$ cat config.mk
export PLATFORM = sky130hd
export DESIGN_NAME = bcast_combiner
export DESIGN_NICKNAME = d
export VERILOG_FILES = /design/src/rtl/bcc_pkg.sv /design/src/rtl/bcc_range_decode.sv /design/src/rtl/bcc_ack_tracker.sv /design/src/rtl/bcc_timer.sv /design/src/rtl/bcast_combiner.sv
export SDC_FILE = /design/constraint.sdc
export NUM_CORES = 1
export LEC_CHECK = 0
export BUFFER_PORTS_ARGS = -buffer_cell sky130_fd_sc_hd__buf_2
export CAP_MARGIN = 10
export CORE_ASPECT_RATIO = 0.7
export CORE_MARGIN = 2
export CORE_UTILIZATION = 55
export DETAILED_ROUTE_END_ITERATION = 8
export MAX_ROUTING_LAYER = met4
export PLACE_DENSITY_LB_ADDON = 0.12
export SLEW_MARGIN = 15
export SYNTH_ARGS = -nofsm -noshare
export SYNTH_HDL_FRONTEND = slang
export SYNTH_SLANG_ARGS = --single-unit
$ cat constraint.sdc
create_clock -name clk -period 4.4 [get_ports clk]
set_clock_uncertainty 0.1 [all_clocks]
set_input_delay 0.66 -clock clk [delete_from_list [all_inputs] [get_ports clk]]
set_output_delay 0.66 -clock clk [all_outputs]
set_load 0.01 [all_outputs]
$ cat src/rtl/bcc_pkg.sv
package bcc_pkg;
   localparam int NPORT = 4;

   typedef enum logic {
      ST_IDLE = 1'b0,
      ST_WAIT = 1'b1
   } bcc_state_e;
endpackage

$ cat src/rtl/bcc_range_decode.sv
module bcc_range_decode #(
   parameter int ID_W  = 8,
   parameter int LEVEL = 2
) (
   input  logic [ID_W-1:0]            base,
   input  logic [ID_W-1:0]            lo,
   input  logic [ID_W-1:0]            hi,
   output logic                       covered,
   output logic [bcc_pkg::NPORT-1:0]  mask
);
   localparam int SPAN_SH = 2 * LEVEL;
   localparam int QTR_SH  = 2 * (LEVEL - 1);
   localparam logic [ID_W:0] ONE  = {{ID_W{1'b0}}, 1'b1};
   localparam logic [ID_W:0] SPAN = ONE << SPAN_SH;
   localparam logic [ID_W:0] QTR  = ONE << QTR_SH;

   generate
      if (LEVEL < 1 || SPAN_SH > ID_W) begin : g_bad_level
         $error("bcc_range_decode: LEVEL must be >= 1 and 2*LEVEL <= ID_W");
      end
   endgenerate

   logic [ID_W:0] b_x, lo_x, hi_x, top_x;
   logic          ordered;

   assign b_x     = {1'b0, base};
   assign lo_x    = {1'b0, lo};
   assign hi_x    = {1'b0, hi};
   assign top_x   = b_x + SPAN - ONE;
   assign ordered = (lo_x <= hi_x);
   assign covered = ordered && (lo_x >= b_x) && (hi_x <= top_x);

   generate
      for (genvar i = 0; i < bcc_pkg::NPORT; i++) begin : g_port
         localparam logic [ID_W:0] OFF = (ID_W + 1)'(i) << QTR_SH;
         logic [ID_W:0] p_lo, p_hi;
         assign p_lo    = b_x + OFF;
         assign p_hi    = p_lo + QTR - ONE;
         assign mask[i] = ordered && (lo_x <= p_hi) && (hi_x >= p_lo);
      end
   endgenerate
endmodule

$ cat src/rtl/bcc_ack_tracker.sv
module bcc_ack_tracker #(
   parameter int ERR_W = 8
) (
   input  logic                       clk,
   input  logic                       rst_n,
   input  logic                       clear,
   input  logic                       active,
   input  logic [bcc_pkg::NPORT-1:0]  mask,
   input  logic [bcc_pkg::NPORT-1:0]  ack_vld,
   input  logic [bcc_pkg::NPORT-1:0]  ack_ok,
   output logic                       done_next,
   output logic                       nak_next,
   output logic [ERR_W-1:0]           err_cnt
);
   localparam int NP = bcc_pkg::NPORT;
   localparam logic [ERR_W-1:0] ERR_MAX = {ERR_W{1'b1}};

   generate
      if (ERR_W < 3) begin : g_bad_err
         $error("bcc_ack_tracker: ERR_W must be at least 3");
      end
   endgenerate

   logic [NP-1:0]  rcv_q, take, stray, rcv_next;
   logic           nak_q;
   logic [ERR_W:0] err_sum;

   assign take      = active ? (ack_vld & mask & ~rcv_q) : '0;
   assign stray     = ack_vld & ~take;
   assign rcv_next  = rcv_q | take;
   assign done_next = active && (rcv_next == mask);
   assign nak_next  = nak_q || |(take & ~ack_ok);
   assign err_sum   = {1'b0, err_cnt} + (ERR_W + 1)'($countones(stray));

   always_ff @(posedge clk) begin
      if (!rst_n) begin
         rcv_q   <= '0;
         nak_q   <= 1'b0;
         err_cnt <= '0;
      end else begin
         if (clear) begin
            rcv_q <= '0;
            nak_q <= 1'b0;
         end else if (active) begin
            rcv_q <= rcv_next;
            nak_q <= nak_next;
         end
         err_cnt <= err_sum[ERR_W] ? ERR_MAX : err_sum[ERR_W-1:0];
      end
   end

   assert_err_monotonic_R8: assert property (@(posedge clk) disable iff (!rst_n)
      err_cnt >= $past(err_cnt));
   assert_rcv_in_mask_R8: assert property (@(posedge clk) disable iff (!rst_n)
      active |-> ((rcv_q & ~mask) == '0));
endmodule

$ cat src/rtl/bcc_timer.sv
module bcc_timer #(
   parameter int TMO = 32
) (
   input  logic clk,
   input  logic rst_n,
   input  logic clear,
   input  logic run,
   output logic expire
);
   localparam int TW = (TMO > 2) ? $clog2(TMO) : 1;

   generate
      if (TMO < 2) begin : g_bad_tmo
         $error("bcc_timer: TMO must be at least 2");
      end
   endgenerate

   logic [TW-1:0] tmr;

   assign expire = run && (tmr == TW'(TMO - 1));

   always_ff @(posedge clk) begin
      if (!rst_n)      tmr <= '0;
      else if (clear)  tmr <= '0;
      else if (run && !expire) tmr <= tmr + 1'b1;
   end

   assert_tmr_bound_R7: assert property (@(posedge clk) disable iff (!rst_n)
      run |-> (32'(tmr) < TMO));
endmodule

$ cat src/rtl/bcast_combiner.sv
module bcast_combiner #(
   parameter int ID_W  = 8,
   parameter int LEVEL = 2,
   parameter int TMO   = 32,
   parameter int ERR_W = 8
) (
   input  logic              clk,
   input  logic              rst_n,
   input  logic [ID_W-1:0]   sub_base,
   input  logic              bc_valid,
   input  logic [ID_W-1:0]   bc_lo,
   input  logic [ID_W-1:0]   bc_hi,
   output logic              bc_ready,
   output logic              up_go,
   output logic              down_go,
   output logic [3:0]        down_mask,
   input  logic [3:0]        ack_vld,
   input  logic [3:0]        ack_ok,
   output logic              rep_valid,
   output logic              rep_ok,
   output logic [ERR_W-1:0]  err_cnt
);
   import bcc_pkg::*;

   bcc_state_e  state;
   logic        covered, accept, start, done_next, nak_next, expire;
   logic [3:0]  mask_c, mask_q;

   bcc_range_decode #(.ID_W(ID_W), .LEVEL(LEVEL)) u_dec (
      .base(sub_base), .lo(bc_lo), .hi(bc_hi),
      .covered(covered), .mask(mask_c)
   );

   assign bc_ready  = (state == ST_IDLE);
   assign accept    = bc_valid && bc_ready;
   assign start     = accept && covered;
   assign down_mask = mask_q;

   bcc_ack_tracker #(.ERR_W(ERR_W)) u_trk (
      .clk(clk), .rst_n(rst_n), .clear(start), .active(state == ST_WAIT),
      .mask(mask_q), .ack_vld(ack_vld), .ack_ok(ack_ok),
      .done_next(done_next), .nak_next(nak_next), .err_cnt(err_cnt)
   );

   bcc_timer #(.TMO(TMO)) u_tmr (
      .clk(clk), .rst_n(rst_n), .clear(start), .run(state == ST_WAIT),
      .expire(expire)
   );

   always_ff @(posedge clk) begin
      if (!rst_n) begin
         state     <= ST_IDLE;
         mask_q    <= '0;
         up_go     <= 1'b0;
         down_go   <= 1'b0;
         rep_valid <= 1'b0;
         rep_ok    <= 1'b0;
      end else begin
         up_go     <= 1'b0;
         down_go   <= 1'b0;
         rep_valid <= 1'b0;
         case (state)
            ST_IDLE: begin
               if (start) begin
                  state   <= ST_WAIT;
                  mask_q  <= mask_c;
                  down_go <= 1'b1;
               end else if (accept) begin
                  up_go   <= 1'b1;
               end
            end
            ST_WAIT: begin
               if (done_next || expire) begin
                  state     <= ST_IDLE;
                  rep_valid <= 1'b1;
                  rep_ok    <= done_next && !nak_next;
               end
            end
            default: state <= ST_IDLE;
         endcase
      end
   end

   assert_one_direction_R2: assert property (@(posedge clk) disable iff (!rst_n)
      !(up_go && down_go));
   assert_mask_nonempty_R3: assert property (@(posedge clk) disable iff (!rst_n)
      down_go |-> (down_mask != 4'b0000));
   assert_busy_on_copy_R4: assert property (@(posedge clk) disable iff (!rst_n)
      down_go |-> !bc_ready);
   assert_reply_pulse_R5: assert property (@(posedge clk) disable iff (!rst_n)
      rep_valid |=> !rep_valid);
   assert_ready_at_reply_R9: assert property (@(posedge clk) disable iff (!rst_n)
      rep_valid |-> bc_ready);
endmodule

==> run metrics <==
met3 WL=839 um; Synth area leaders=ha_1 (29%), dfxtp_1 (15%), xnor2_1 (6.9%); Die Span X=101.5 um; Setup WS pre-CTS=0.3513 ns; clk sink count=27; Setup Buffers After CTS=0; antenna-violating nets left=0; share of the synthesized area in the top cell type=29.08%; crit path max fanout=15; register area share after synthesis=14.78%; I/O pin count=52; first-iteration detailed-routing DRC count=207; worst hold slack=0.3716 ns; Syn Area/Cell=8.256 um2; sw frac=40.13%; Multi-input gate area=2894 um2; Largest stage delay, worst path=0.48 ns; post-synthesis adder-cell area fraction=30.72%; CP Capture Type=flop; post-synthesis async set-or-reset flop share=0%; combinational family with the most area after synthesis=adder cells; via count=3423; M1 wire length=4990 um; R2R depth=13; Combinational Power Share=52.1%; total net switching power=0.3497 mW; Hold Crit Depth=2; mux share of post-synthesis cell area=0.8211%; Tot GR Track Use=29.50%; worst-margin pin slew=0.6401 ns; most numerous cell in the Yosys netlist=ha_1; P_leak=1.905 nW; antenna violations before repair=0; register share of total power=31.8%; setup ws final=0.6158 ns; Sequential Area=540.5 um2; DR WL/cell=17.04 um; Initial Utilization=57.72%; setup TNS=0 ns; area growth from synthesis to layout=10.67%; CP bufs+invs=3; DIE HEIGHT=72.23 um; drt pass-1 iters=4; Syn Nets=566; count of cell types in the netlist=58; Layout fillers=562; Crit Reg-Reg Startpoint=state; max-cap violations=0; layout cells sized above 1=14.55%; clock tree from TritonCTS=yes; hold_buf cts=0; vias in the first global route=3326; Mapped Area=3657 um2; grt ovf=0; largest area contributor in the netlist=ha_1; Slew Viols, Final=0; worst hold path type=flop to flop; Clk pwr share=16.1%; cells after synthesis=443; unrepaired setup endpoints after global routing=false; metal2 WL=4072 um; number of CTS-inserted buffers=3; nets=619; gpl congestion=0.9848; hold_sp=rep_ok; top cells by count, synth=ha_1 (85), inv_1 (42), a21oi_1 (32); Synth Warn #=0; I/O Buffers=51; Synth Area in Compound Gates=19.26%; CTS clock-pin slew for the worst setup and hold paths=0.09 ns; reg2reg end=u_trk.err_cnt[7]; XOR/XNOR Fraction of Synth Area=10.67%; Slew Limit Headroom=56.65%; Critical Path Start Type=input port; # setup viols final=0; total wire length=9986 um; Synth Flop Type=dfxtp_1; Crit path arrival time=3.90 ns; CP delay by family, top=simple AND/OR/NAND/NOR gates; post-route DRC violation count=0; Final Core Density=63.88%; Achievable Freq=264.3 MHz; Power Internal=0.5218 mW; # diodes=0; Final period util=86.01%; post-DP HPWL=8260 um; worst hold endpoint=rep_ok; setup slack, reg-to-reg=1.17 ns; critical path data required time=4.51 ns; P per Cell Area=215.3 nW/um2; num rows=24; H-Tree Depth=1; critical-path cell list=buf_2, inv_1, ha_1, xnor2_1, inv_1, nor4_1, nand2_1, nor2_1, xor2_1, ha_1, a2111oi_0, o21ai_0, o311a_1, or4_1, mux2i_1; Setup Crit Path Kind=input port to flop; Final Critical Period=3.784 ns; Final Hold Fails=0; DR top layer=met4; CTS max path bufs=2; core area=6336 um2; largest net degree at the start of global routing=16; Worst path slowest cell=or4_1; # resized after CTS=0; status=finished clean; clk root buf=clkbuf_8; maximum vdd ir drop=0.1226 mV; number of synthesized flops with an enable pin=0; clk_lat worst skew=0.27 ns; first-pass GRT wire length=16350 um; Synth Register Bits=27; Synth Area in Simple Gates=17.65%; vias per inst=5.841; full die area=7328 um2
-- worst max path at each step --
stage	start	end	cells after the start
floorplan	sub_base[2]	down_mask[3]	15
global placement	sub_base[2]	down_mask[3]	15
detailed placement	sub_base[2]	down_mask[3]	15
CTS	sub_base[2]	down_mask[3]	15
global route	sub_base[2]	down_mask[3]	15
finish	sub_base[2]	down_mask[3]	15
-- sequential cells by signal, indices dropped and copies added, names as in the netlist --
name           flops
down_mask          4
rep_valid          1
u_trk.nak_q        1
state              1
u_trk.err_cnt      8
down_go            1
up_go              1
rep_ok             1
u_tmr.tmr          5
u_trk.rcv_q        4
-- final cells by class --
class	instances	area share, %
multi-input combinational	364	71.50
inverter	45	4.173
sequential	27	13.35
clock buffer	4	1.113
timing repair buffer	55	7.048
tap	91	2.813
-- metrics by stage --
step | instance area [um2] | cells | power, mW
floorplan | 3657 | 443 | 0.5901
global placement | 4003 | 582 | 0.7115
detailed placement | 4003 | 582 | 0.7293
CTS | 4048 | 586 | 0.8726
global route | 4048 | 586 | 0.9487
finish | 4048 | 586 | 0.8714
-- cell families after synthesis --
kind of cell | Yosys count
compound gates | 106
xor+xnor | 42
fa+ha+maj | 88
buf+inv | 52
flops | 27
mux | 3
simple gates | 125
-- per-layer routing --
layer / track usage [%] / vias to the layer above
li1: - / 1709
met1: 44.39 / 1582
met2: 42.31 / 122
met3: 6.358 / 10
met4: 1.802 / 0
met5: - / -
-- worst register-to-register path, cell delays in order (launching register included) --
cell     delay, ns
dfxtp_1       0.53
inv_1         0.16
o31a_1        0.32
ha_1          0.21
inv_1         0.08
fa_1          0.42
inv_1         0.07
ha_1          0.16
inv_1         0.05
fa_1          0.38
and3b_1       0.26
and3_1        0.18
nor2b_1       0.13
a21oi_1       0.07
-- power by group through the flow --
stage	clock network (mW)	logic, mW	registers (mW)
final	0.140	0.454	0.277
after global routing	0.155	0.514	0.280
after CTS	0.146	0.450	0.277
after detailed placement	0	0.447	0.282
after global placement	0	0.429	0.282
after floorplan	0	0.302	0.288
-- cells in the final DEF, fill, tap and decap left out, drive strengths merged, types with 10 or more instances in the layout --
| cell type | count |
|---|---|
| nor2 | 31 |
| o21a | 11 |
| inv | 45 |
| nand4 | 13 |
| xor2 | 10 |
| dfxtp | 27 |
| nand3 | 17 |
| nor3 | 10 |
| o21ai | 14 |
| buf | 55 |
| nand2 | 24 |
| a21oi | 33 |
| xnor2 | 32 |
| ha | 85 |
Power figures use the tool's default switching activity.
